==> config.mk <==
export PLATFORM = sky130hd
export DESIGN_NAME = xlat_ctrl_regs
export DESIGN_NICKNAME = d
export VERILOG_FILES = /design/src/rtl/xlat_regs_pkg.sv /design/src/rtl/xlat_decode.sv /design/src/rtl/xlat_mreg.sv /design/src/rtl/xlat_refresh.sv /design/src/rtl/xlat_ctrl_regs.sv
export SDC_FILE = /design/constraint.sdc
export NUM_CORES = 1
export LEC_CHECK = 0
export ABC_AREA = 1
export BUFFER_PORTS_ARGS = -buffer_cell sky130_fd_sc_hd__buf_4
export CORE_AREA = 2 2 144 146
export CTS_CLUSTER_DIAMETER = 100
export CTS_CLUSTER_SIZE = 30
export DETAILED_ROUTE_END_ITERATION = 8
export DIE_AREA = 0 0 146 148
export PLACE_DENSITY = 0.76
export SYNTH_ARGS = -nofsm -noshare
export SYNTH_HDL_FRONTEND = slang
export SYNTH_SLANG_ARGS = --single-unit
export TNS_END_PERCENT = 5
==> constraint.sdc <==
create_clock -name clk -period 1.59 [get_ports clk]
set_input_delay 0.159 -clock clk [delete_from_list [all_inputs] [get_ports clk]]
set_output_delay 0.159 -clock clk [all_outputs]
set_load 0.02 [all_outputs]
==> src/rtl/xlat_regs_pkg.sv <==
package xlat_regs_pkg;

   // register word indices; each index is fixed by the software-visible map
   typedef enum logic [3:0] {
      RG_MMUCTL  = 4'd0,
      RG_PTEHI   = 4'd1,
      RG_PTELO   = 4'd2,
      RG_PTEAS   = 4'd3,
      RG_TBASE   = 4'd4,
      RG_EXCADR  = 4'd5,
      RG_TRAP    = 4'd6,
      RG_EXCEVT  = 4'd7,
      RG_INTEVT  = 4'd8,
      RG_REFRESH = 4'd9,
      RG_GPIOIC  = 4'd10,
      RG_FREQ    = 4'd11,
      RG_WAITC   = 4'd12,
      RG_MEMC    = 4'd13,
      RG_NONE    = 4'd15
   } reg_id_e;

   localparam int          IDX_W      = 4;
   localparam int          NUM_STORED = 9;      // indices 0..8 hold plain storage
   localparam logic [3:0]  LAST_DEC   = 4'd13;

   localparam logic [1:0]  SZ_HALF = 2'd1;
   localparam logic [1:0]  SZ_WORD = 2'd2;

endpackage

==> src/rtl/xlat_decode.sv <==
module xlat_decode
   import xlat_regs_pkg::*;
#(
   parameter int ADDR_W = 4
) (
   input  logic [ADDR_W-1:0] addr,
   input  logic [1:0]        size,
   output reg_id_e           id,
   output logic              hit
);

   logic upper_zero;
   logic [1:0] need;

   generate
      if (ADDR_W > IDX_W) begin : g_wide
         assign upper_zero = (addr[ADDR_W-1:IDX_W] == '0);
      end else begin : g_exact
         assign upper_zero = 1'b1;
      end
   endgenerate

   always_comb begin
      id = RG_NONE;
      if (upper_zero && (addr[IDX_W-1:0] <= LAST_DEC))
         id = reg_id_e'(addr[IDX_W-1:0]);
      need = ((id == RG_REFRESH) || (id == RG_GPIOIC) || (id == RG_FREQ)) ? SZ_HALF : SZ_WORD;
      hit  = (id != RG_NONE) && (size == need);
   end

endmodule

==> src/rtl/xlat_mreg.sv <==
module xlat_mreg #(
   parameter int           W    = 32,
   parameter logic [W-1:0] KEEP = '1
) (
   input  logic         clk,
   input  logic         rst_n,
   input  logic         we,
   input  logic [W-1:0] d,
   output logic [W-1:0] q
);

   always_ff @(posedge clk) begin
      if (!rst_n)  q <= '0;
      else if (we) q <= d & KEEP;
   end

endmodule

==> src/rtl/xlat_refresh.sv <==
module xlat_refresh #(
   parameter int W = 16
) (
   input  logic         clk,
   input  logic         rst_n,
   input  logic         ld,
   input  logic [W-1:0] ld_val,
   input  logic         inc,
   output logic [W-1:0] q
);

   always_ff @(posedge clk) begin
      if (!rst_n)   q <= '0;
      else if (ld)  q <= ld_val;
      else if (inc) q <= q + W'(1);
   end

endmodule

==> src/rtl/xlat_ctrl_regs.sv <==
module xlat_ctrl_regs
   import xlat_regs_pkg::*;
#(
   parameter int DATA_W    = 32,
   parameter int ADDR_W    = 4,
   parameter int ASID_W    = 8,
   parameter int EVT_W     = 11,
   parameter int ASSIST_W  = 4,
   parameter int HALF_W    = 16,
   parameter int REFRESH_W = 16,
   parameter int INVAL_BIT = 2
) (
   input  logic              clk,
   input  logic              rst_n,
   input  logic              bus_req,
   input  logic              bus_wr,
   input  logic [ADDR_W-1:0] bus_addr,
   input  logic [1:0]        bus_size,
   input  logic [DATA_W-1:0] bus_wdata,
   output logic [DATA_W-1:0] bus_rdata,
   output logic              bus_rvalid,
   output logic              bus_err,
   output logic              unsup_pulse,
   output logic              tlb_inval_pulse,
   output logic              tlb_flush_pulse
);

   localparam logic [DATA_W-1:0] ALL_KEEP    = '1;
   localparam logic [DATA_W-1:0] EVT_KEEP    = {{(DATA_W-EVT_W){1'b0}}, {EVT_W{1'b1}}};
   localparam logic [DATA_W-1:0] ASSIST_KEEP = {{(DATA_W-ASSIST_W){1'b0}}, {ASSIST_W{1'b1}}};
   localparam logic [DATA_W-1:0] INVAL_KEEP  = ~(DATA_W'(1) << INVAL_BIT);

   generate
      if (ADDR_W < IDX_W)          begin : g_bad_addr  $error("ADDR_W too small for the map"); end
      if (ASID_W > DATA_W)         begin : g_bad_asid  $error("ASID_W exceeds DATA_W"); end
      if (EVT_W >= DATA_W)         begin : g_bad_evt   $error("EVT_W must be below DATA_W"); end
      if (ASSIST_W >= DATA_W)      begin : g_bad_as    $error("ASSIST_W must be below DATA_W"); end
      if (INVAL_BIT >= DATA_W)     begin : g_bad_inv   $error("INVAL_BIT outside the word"); end
      if (HALF_W > DATA_W)         begin : g_bad_half  $error("HALF_W exceeds DATA_W"); end
      if (REFRESH_W > HALF_W)      begin : g_bad_ref   $error("REFRESH_W exceeds HALF_W"); end
   endgenerate

   reg_id_e     id;
   logic [3:0]  id_n;
   logic        hit, wr_ok, rd_ok;
   logic [DATA_W-1:0]    store_q [NUM_STORED];
   logic [REFRESH_W-1:0] ref_q;
   logic [DATA_W-1:0]    rd_mux;

   xlat_decode #(.ADDR_W(ADDR_W)) u_dec (
      .addr (bus_addr),
      .size (bus_size),
      .id   (id),
      .hit  (hit)
   );

   assign id_n  = id;
   assign wr_ok = bus_req &&  bus_wr && hit;
   assign rd_ok = bus_req && !bus_wr && hit;

   for (genvar g = 0; g < NUM_STORED; g++) begin : g_store
      localparam logic [DATA_W-1:0] KEEP =
         (g == int'(RG_MMUCTL))                          ? INVAL_KEEP  :
         (g == int'(RG_PTEAS))                           ? ASSIST_KEEP :
         (g >= int'(RG_TRAP) && g <= int'(RG_INTEVT))    ? EVT_KEEP    : ALL_KEEP;
      xlat_mreg #(.W(DATA_W), .KEEP(KEEP)) u_reg (
         .clk   (clk),
         .rst_n (rst_n),
         .we    (wr_ok && (id_n == 4'(g))),
         .d     (bus_wdata),
         .q     (store_q[g])
      );
   end

   xlat_refresh #(.W(REFRESH_W)) u_refresh (
      .clk    (clk),
      .rst_n  (rst_n),
      .ld     (wr_ok && (id == RG_REFRESH)),
      .ld_val (bus_wdata[REFRESH_W-1:0]),
      .inc    (rd_ok && (id == RG_REFRESH)),
      .q      (ref_q)
   );

   // GPIOIC, FREQ, WAITC and MEMC hold nothing and fall through to zero
   always_comb begin
      rd_mux = '0;
      for (int i = 0; i < NUM_STORED; i++)
         if (id_n == 4'(i)) rd_mux = store_q[i];
      if (id == RG_REFRESH) rd_mux = DATA_W'(ref_q);
   end

   always_ff @(posedge clk) begin
      if (!rst_n) begin
         bus_rdata       <= '0;
         bus_rvalid      <= 1'b0;
         bus_err         <= 1'b0;
         unsup_pulse     <= 1'b0;
         tlb_inval_pulse <= 1'b0;
         tlb_flush_pulse <= 1'b0;
      end else begin
         bus_rdata       <= rd_ok ? rd_mux : '0;
         bus_rvalid      <= bus_req && !bus_wr;
         bus_err         <= bus_req && !hit;
         unsup_pulse     <= wr_ok && (id == RG_GPIOIC) && (bus_wdata[HALF_W-1:0] != '0);
         tlb_inval_pulse <= wr_ok && (id == RG_MMUCTL) && bus_wdata[INVAL_BIT];
         tlb_flush_pulse <= wr_ok && (id == RG_PTEHI) &&
                            (bus_wdata[ASID_W-1:0] != store_q[int'(RG_PTEHI)][ASID_W-1:0]);
      end
   end

endmodule

==> flow_summary.toml, run 1 <==
[status]
status = "complete, no violations"

[critical_path]
slowest_stage = "dlygate4sd3_1"
path_delay_family = "buffers and inverters"
rr_startpoint = "u_refresh.q[6]"
cpMostUsedCell = "inv_1"
startpoint = "bus_req"
cpPeakStageDelay_ns = 0.52
worst-path-buf-inv = 6
crit_path_cell_trace = "dlygate4sd3_1 > buf_4 > inv_1 > nor2_1 > inv_1 > nor2_2 > nand2_1 > inv_1 > nand3_2 > buf_12 > a21oi_1"
cp_max_fo = 16
startpoint_type = "input port"
crit_required_ns = 1.99
cp-end-kind = "flip-flop"
arrival_ns = 1.86
crit_type = "in -> reg"

[timing]
worstMarginPinSlew_ns = 0.655
period_share_pct = 92.0
skew_ns = 0.0371
period_needed_ns = 1.46
maxSlewHeadroom_pct = 56.0
drv_slew = 0
fin_ws_ns = 0.127
clock.fmax_ghz = 0.684
finalSetupViolCount = 0
totalNegativeSetupSlack_ns = 0
hold_viol = 0
rsz0062_at_grt = "false"

[routing]
highest_layer = "met4"
wirelength_mm = 30.4
wire_per_inst_um = 16.2
wl_met1_mm = 13.2
wl_met2_mm = 13.9
viasPerCell = 5.45
met3_length_mm = 2.48
drtIter0Drc = 898
drc = 0
dr.pass1.iters = 5
num_vias = 10200
ant_nets = 0

[flow_run]
max_cap_violations = 0

[global_route]
grt_use_total_pct = 27.7
antenna_found_initial = 0
grt_pass1_wl_mm = 48.7
overflow = 0
grt_pass1_vias = 9481
grt_start_max_net_pins = 101

[final_layout]
instances_no_fill = 1877
final_common_cell = "nor2_1"
regArea_um2 = 4990
drive_above_1_share_pct = 15.1
syn_to_final_growth_pct = 20.1
final_util_pct = 63.5
fin_nets = 1649
layout_common_cells = "nor2_1 (284), dfxtp_1 (246), nand2_1 (186)"
fillerInstances = 1776
multi_input_area_um2 = 4630
num_antenna_cells = 0

[logic_synthesis]
synth_warnings = 0
synthesis.area_um2 = 10600
synth_top_area_cell = "dfxtp_1"
synth_top_area_share_pct = 47.0
synthDistinctLibCells = 36
avgSynthCellArea_um2 = 7.19
yosysSeqAreaShare_pct = 47.0
synth_nets = 1517
ys_ff_latch = 249
syn_inst = 1474
synthTopCellsByArea = "dfxtp_1 (47%), nor2_1 (10%), o21ai_0 (8.1%), nand2_1 (6.6%), a21oi_1 (6.0%)"

[place]
post-dp-hpwl_mm = 20.6
portBuffers = 78
pre_cts_ws_ns = -0.151
dp.cells = 1838
globalplace.congestion = 0.921

[power]
powerDensity_nw_per_um2 = 839
power.leakage_nw = 5.06
peakVddDrop_mv = 0.612

[clock_network]
cts_buffers = 12
cts.sinks = 249
htree_levels = 1
root_buffer = "clkbuf_16"
post_cts_buffers = 0
clkTransAtPathRegs_ns = 0.11
cts_tree = "built"
clockBufferDepth = 3
clk_latency_ns = 0.50

[floorplan]
coreArea_um2 = 20000
die_h_um = 148
die-width_um = 146
initial_utilization_pct = 52.9
io_pins = 79
die-area_um2 = 21600
fp-row-count = 52

[hold_path]
hp-start = "bus_wr"
hp-class = "in -> reg"
[registers in the layout, summed over array words and instances (netlist names)]
register	count
tlb_inval_pulse	1
bus_rvalid	1
g_store.u_reg.q	196
tlb_flush_pulse	1
u_refresh.q	16
unsup_pulse	1
bus_rdata	32
bus_err	1
[worst reg2reg max path, delay by kind of cell (launching register included)]
family / cells / cell delay [ns]
flip-flops: 1 / 0.42
AND/OR/NAND/NOR: 6 / 0.62
buffers and inverters: 2 / 0.22
XOR/XNOR: 1 / 0.15
[synth_stat cells]
cell type and number:
ha_1 1, a31oi_1 1, nand3_1 69, o2111ai_1 6
nand2_4 2, xnor2_1 7, nand3_4 1, buf_4 6
nor2_1 290, o221ai_1 12, a21oi_1 126, buf_1 2
nand4_1 16, nor2_2 1, inv_4 1, nor2_4 4
nor4_1 4, dfxtp_1 249, o21ai_0 172, nand2_2 4
clkbuf_1 52, inv_2 8, nand3b_1 2, o31ai_1 1
nand3_2 1, o21ai_1 39, buf_6 10, nor3_1 14
nand2_1 187, or2_2 4, xor2_1 7, clkinv_1 2
inv_1 136, o22ai_1 12, buf_2 22, a22oi_1 3
[where the power goes]
group          total, mW  internal, mW  switching (mW)
logic              0.821         0.316           0.506
registers           6.28          6.27          0.0139
clock network       3.57          1.52            2.05
total               10.7          8.10            2.57
[through the flow]
| step | area [um2] | power (mW) | hold slack [ns] |
|---|---|---|---|
| after floorplan | 10600 | 6.80 | 0.285 |
| after detailed placement | 12100 | 7.17 | 0.413 |
| final | 12700 | 10.7 | 0.0210 |
| after CTS | 12700 | 10.7 | 0.00359 |
| after global placement | 12100 | 7.16 | 0.413 |
| after global routing | 12700 | 11.0 | 0.0235 |
[layout make-up]
type / instances / area share, %
sequential: 249 / 39.2
multi-input combinational: 986 / 36.4
timing repair buffer: 209 / 14.6
inverter: 147 / 4.39
tap: 270 / 2.66
clock buffer: 13 / 2.56
clock inverter: 2 / 0.197
timing repair inverter: 1 / 0.0393
[metal layers]
| metal | up-vias | global-route usage (%) |
|---|---|---|
| met4 | 0 | 8.88 |
| met1 | 4761 | 38.2 |
| met2 | 382 | 45.0 |
| li1 | 5028 | - |
| met3 | 62 | 4.26 |
| met5 | - | 0 |
[repair_timing]
item                                   4_1_cts  5_1_grt
endpoints found under the hold margin       78        0
cloned                                       0        1
resized for setup                            1       16
pin swaps                                    0        1
setup endpoints to repair                    1       72
hold buffers                                23        0
[cells by family (layout without fill, tap and decap cells)]
group | Yosys count | in the layout | share of synthesized area, %
flops | 249 | 249 | 47.0
simple gates | 599 | 599 | 23.6
compound gates | 372 | 372 | 18.5
buf+inv | 239 | 372 | 9.67
xor+xnor | 14 | 14 | 1.16
fa+ha+maj | 1 | 1 | 0.118
[final timing paths]
path	endpoint	slack, ns	cells past startpoint
worst max-delay path	bus_rdata[28]	0.13	11
worst min-delay path	bus_rvalid	0.02	4
worst max register to register	u_refresh.q[8]	0.13	9
worst min register to register	g_store[4].u_reg.q[24]	0.45	2
Power figures use the tool's default switching activity.
==> run 2: changes to the inputs <==
==> constraint.sdc (replaced) <==
create_clock -name clk -period 1.59 [get_ports clk]
set_input_delay 0.2385 -clock clk [delete_from_list [all_inputs] [get_ports clk]]
set_output_delay 0.2385 -clock clk [all_outputs]
set_load 0.02 [all_outputs]
==> flow_summary.toml, run 2 (synthesis gave the netlist of run 1 again) <==
[status]
status = "complete, no violations"

[critical_path]
crit_path_cell_trace = "dlygate4sd3_1 > buf_4 > nand2_2 > nor2_4 > buf_6 > nand2_8 > buf_4 > o21ai_0 > a21oi_1"
cpMostUsedCell = "buf_4"
startpoint = "bus_req"
crit_required_ns = 1.97
crit_type = "in -> reg"
worstSetupEndpoint = "g_store[2].u_reg.q[25]"
path_delay_family = "buffers and inverters"
cp-end-kind = "flip-flop"
reg2regPathDepth = 8
worst-path-buf-inv = 4
startpoint_type = "input port"
cp_max_fo = 8
slowest_stage = "dlygate4sd3_1"
regToRegEndpoint = "u_refresh.q[15]"
cpPeakStageDelay_ns = 0.55
rrSetupSlack_ns = 0.12
arrival_ns = 1.93
rr_startpoint = "u_refresh.q[2]"
path_depth = 9

[timing]
clock.fmax_ghz = 0.646
period_needed_ns = 1.55
period_share_pct = 97.4
skew_ns = 0.0244
drv_slew = 0
rsz0062_at_grt = "true"
fin_ws_ns = 0.0414
maxSlewHeadroom_pct = 57.8
worstMarginPinSlew_ns = 0.627
finalSetupViolCount = 0
hold_viol = 0
totalNegativeSetupSlack_ns = 0
hold_ws_ns = 0.0235

[flow_run]
max_cap_violations = 0

[global_route]
antenna_found_initial = 0
overflow = 0
grt_use_total_pct = 27.8
grt_pass1_vias = 9365
grt_pass1_wl_mm = 48.5
grt_start_max_net_pins = 89

[place]
portBuffers = 78
pre_cts_ws_ns = -0.308
globalplace.congestion = 0.995
post-dp-hpwl_mm = 21.3
place_area_um2 = 12200
dp.cells = 1851

[final_layout]
instances_no_fill = 1868
final_cell_area_um2 = 12700
drive_above_1_share_pct = 17.0
layout_common_cells = "nor2_1 (285), dfxtp_1 (246), nand2_1 (183)"
top_regs = "g_store.u_reg.q: 196 flops, bus_rdata: 32 flops, u_refresh.q: 16 flops"
syn_to_final_growth_pct = 20.0
fin_nets = 1640
largest_reg_flops = 196
final_util_pct = 63.5
final_common_cell = "nor2_1"
largest_register = "g_store.u_reg.q"
num_antenna_cells = 0

[routing]
viasPerCell = 5.45
drc = 0
wire_per_inst_um = 16.3
dr.pass1.iters = 5
drtIter0Drc = 906
num_vias = 10200
ant_nets = 0
wirelength_mm = 30.5

[floorplan]
io_pins = 79
die-width_um = 146
coreArea_um2 = 20000
initial_utilization_pct = 52.9
fp-row-count = 52
die-area_um2 = 21600
die_h_um = 148

[clock_network]
root_buffer = "clkbuf_16"
clockBufferDepth = 3
cts.sinks = 249
clk_latency_ns = 0.50
clkTransAtPathRegs_ns = 0.11
htree_levels = 1
cts_tree = "built"
cts_buffers = 12

[power]
power.leakage_nw = 5.05
peakVddDrop_mv = 0.612
total_power_mw = 10.6
powerDensity_nw_per_um2 = 838

[hold_path]
hold_depth = 3
hp-start = "bus_wdata[27]"
hp-class = "in -> reg"
run 2: worst min path at each step:
stage	endpoint	slack, ns
3_5_place_dp	g_store[4].u_reg.q[19]	0.44
3_3_place_gp	g_store[4].u_reg.q[18]	0.43
4_1_cts	g_store[2].u_reg.q[30]	0.02
5_1_grt	g_store[5].u_reg.q[27]	0.02
6_report	g_store[5].u_reg.q[27]	0.02
2_1_floorplan	bus_err	0.36
run 2: power breakdown:
part           switching [mW]  internal [mW]
combinational           0.513          0.298
clock                    2.04           1.52
sequential             0.0142           6.27
run 2: layer usage:
metal  wire [um]  global-route usage, %
met4        1180                   10.3
met1       13300                   38.1
met3        2040                   3.36
met5           0                      0
met2       13900                   45.2
run 2: worst register-to-register path, stage by stage, from the launching register on:
cell     delay (ns)
dfxtp_1        0.45
nand2_1        0.11
nor2_2         0.13
buf_4          0.16
nand3_1        0.11
nor2_1         0.15
xor2_1         0.16
nor2_1         0.05
nor2_1         0.10
run 2: repair_timing:
| item | CTS | global route |
|---|---|---|
| gates resized for setup | 0 | 98 |
| setup buffers | 0 | 1 |
| hold buffers | 1 | 0 |
| endpoints found under the hold margin | 1 | 0 |
| setup endpoints to repair | 0 | 107 |
run 2: final cells by class:
cell class                      instances  area, um2
Multi-Input combinational cell        986       4690
Clock buffer                           13        325
Tap cell                              270        338
Fill cell                            1813       7320
Timing Repair Buffer                  201       1780
Sequential cell                       249       4990
Inverter                              147        566
Clock inverter                          2       27.5
==> run 3: changes to the inputs <==
Settings changed: CORE_AREA 2 2 144 146 to 2 2 159 161, DIE_AREA 0 0 146 148 to 0 0 161 163, PLACE_DENSITY 0.76 to 0.78, SYNTH_HIERARCHICAL from default to 1.
==> flow_summary.toml, run 3 <==
[logic_synthesis]
synthesis.area_um2 = 13500
ys_ff_latch = 249
synth_top_area_cell = "dfxtp_1"
avgSynthCellArea_um2 = 6.20
synth_top_area_share_pct = 36.9
synth_warnings = 6
async_flop_share_pct = 0
synthDistinctLibCells = 36
synthMostInstantiatedCell = "nand2_1"
yosysSeqAreaShare_pct = 36.9
synth_commonest_cells = "nand2_1 (740), nor2_1 (483), inv_1 (260)"
ys.flop_type = "dfxtp_1"
synth_edf_count = 0
synthTopCellsByArea = "dfxtp_1 (37%), nand2_1 (21%), nor2_1 (13%), inv_1 (7.2%), buf_4 (5.4%)"
syn_inst = 2180

[timing]
rsz0062_at_grt = "true"
drv_slew = 0
hold_ws_ns = 0.0673
totalNegativeSetupSlack_ns = 0
period_share_pct = 95.4
fin_ws_ns = 0.0730
finalSetupViolCount = 0
worstMarginPinSlew_ns = 0.884
maxSlewHeadroom_pct = 41.1
period_needed_ns = 1.52
skew_ns = 0.0193
clock.fmax_ghz = 0.659
hold_viol = 0

[final_layout]
final_cell_area_um2 = 14900
fin_nets = 2299
largest_reg_flops = 196
fillerInstances = 2410
layout_common_cells = "nand2_1 (737), nor2_1 (472), inv_1 (254)"
final_common_cell = "nand2_1"
drive_above_1_share_pct = 11.1
final_util_pct = 60.5
largest_register = "g_store.u_reg/q"
syn_to_final_growth_pct = 10.4
instances_no_fill = 2586
top_regs = "g_store.u_reg/q: 196 flops, bus_rdata: 32 flops, u_refresh/q: 16 flops"
num_antenna_cells = 0

[place]
dp.cells = 2571
post-dp-hpwl_mm = 24.4
place_area_um2 = 14500
globalplace.congestion = 0.881
portBuffers = 78
pre_cts_ws_ns = -0.419

[critical_path]
worst-path-buf-inv = 3
cpMostUsedCell = "nand2_1"
rr_startpoint = "u_refresh/q[0]"
arrival_ns = 1.95
slowest_stage = "dlygate4sd3_1"
startpoint_type = "input port"
rrSetupSlack_ns = 0.13
crit_path_cell_trace = "buf_4 > dlygate4sd3_1 > nor3_2 > nand2_1 > nor2_4 > inv_2 > nor2_1 > nand2_1 > nand2_1"
path_delay_family = "simple AND/OR/NAND/NOR gates"
crit_required_ns = 2.02
cp-end-kind = "flip-flop"
crit_type = "in -> reg"
cp_max_fo = 13
cpPeakStageDelay_ns = 0.55
reg2regPathDepth = 7
regToRegEndpoint = "u_refresh/q[14]"

[clock_network]
root_buffer = "clkbuf_16"
cts.sinks = 249
clockBufferDepth = 3
cts_tree = "built"
clkTransAtPathRegs_ns = 0.11
clk_latency_ns = 0.49
htree_levels = 1
cts_buffers = 12

[power]
power.internal_mw = 8.18
switching_power_mw = 2.83
total_power_mw = 11.0
clockPowerShare_pct = 32.8
combinationalPowerShare_pct = 10.0
swShare_pct = 25.7
powerDensity_nw_per_um2 = 737
p_seq_share_pct = 57.1
power.leakage_nw = 7.31
peakVddDrop_mv = 0.621

[global_route]
grt_pass1_vias = 11600
grt_start_max_net_pins = 165
overflow = 0
grt_pass1_wl_mm = 56.3
grt_use_total_pct = 26.4
antenna_found_initial = 0

[flow_run]
max_cap_violations = 0

[routing]
viasPerCell = 4.81
drtIter0Drc = 1248
dr.pass1.iters = 6
num_vias = 12400
wirelength_mm = 34.7
wire_per_inst_um = 13.4
ant_nets = 0
drc = 0

[hold_path]
hold_depth = 5
hp-start = "bus_wdata[19]"
hold-path-endpoint = "g_store[0].u_reg/q[19]"
hp-class = "in -> reg"

[floorplan]
fp-row-count = 58
coreArea_um2 = 24700
die-width_um = 161
die-area_um2 = 26200
io_pins = 79
die_h_um = 163
initial_utilization_pct = 54.8

[status]
status = "complete, no violations"
==> run 3: changes by cell type in the layout (fill, tap and decap cells not counted), sizes merged, moves of 14 or more <==
cell   delta
nor2    +202
inv     +121
nand4    +20
conb     +92
nand3    -14
nand2   +553
buf      -32
a21oi    -81
o21ai   -188
==> run 3: how the worst max path moves through the flow <==
| stage | end | cells after the start | from |
|---|---|---|---|
| global route | bus_rdata[2] | 9 | bus_wr |
| finish | bus_rdata[8] | 9 | bus_wr |
| floorplan | g_store[6].u_reg/q[0] | 14 | bus_addr[3] |
| global placement | g_store[2].u_reg/q[22] | 15 | bus_addr[2] |
| CTS | bus_rdata[17] | 8 | bus_wr |
| detailed placement | u_refresh/q[0] | 16 | bus_addr[0] |
==> run 3: cell families after synthesis <==
family                     after synthesis  share of synthesized area (%)
and+or+nand+nor                       1361                           40.0
buffers and inverters                  461                           18.2
other                                    5                          0.139
adders and majority gates                1                         0.0926
AOI/OAI and AO/OA                       88                           3.63
DFF                                    249                           36.9
xor gates and xnor gates                15                          0.972
==> run 3: what timing repair did <==
| action | in CTS | in global routing |
|---|---|---|
| setup endpoints to repair | 0 | 42 |
| endpoints found under the hold margin | 1 | 0 |
| hold buffers | 1 | 0 |
| buffers inserted | 0 | 0 |
| resized for setup | 0 | 3 |
==> run 3: worst min-delay path, stage by stage <==
cell and delay, ns:
buf_4 0.13, inv_1 0.05, nand2_1 0.04, nand2_1 0.05, nor2_1 0.03
==> run 3: final cells by class <==
class	count	area [um2]	area share (%)
well taps	330	413	2.77
flip-flops and latches	249	4980	33.4
clock buffers	13	325	2.18
repair buffers	169	1600	10.7
multi-input cells	1557	6570	44.0
clock inverters	1	30.0	0.201
inverters	267	1000	6.71
==> run 3: power groups by stage <==
stage	sequential (mW)	clock, mW	combinational (mW)
after floorplan	6.44	0	0.759
after global placement	6.43	0	1.06
after detailed placement	6.43	0	1.08
after CTS	6.29	3.67	1.09
after global routing	6.30	3.85	1.22
final	6.29	3.61	1.10
==> run 3: metal layers <==
metal	track usage [%]	share of wire, %	vias up
li1	-	-	6435
met4	10.9	4.1	0
met2	46.7	48	339
met5	0	0	-
met1	33.2	43	5576
met3	2.04	4.9	80
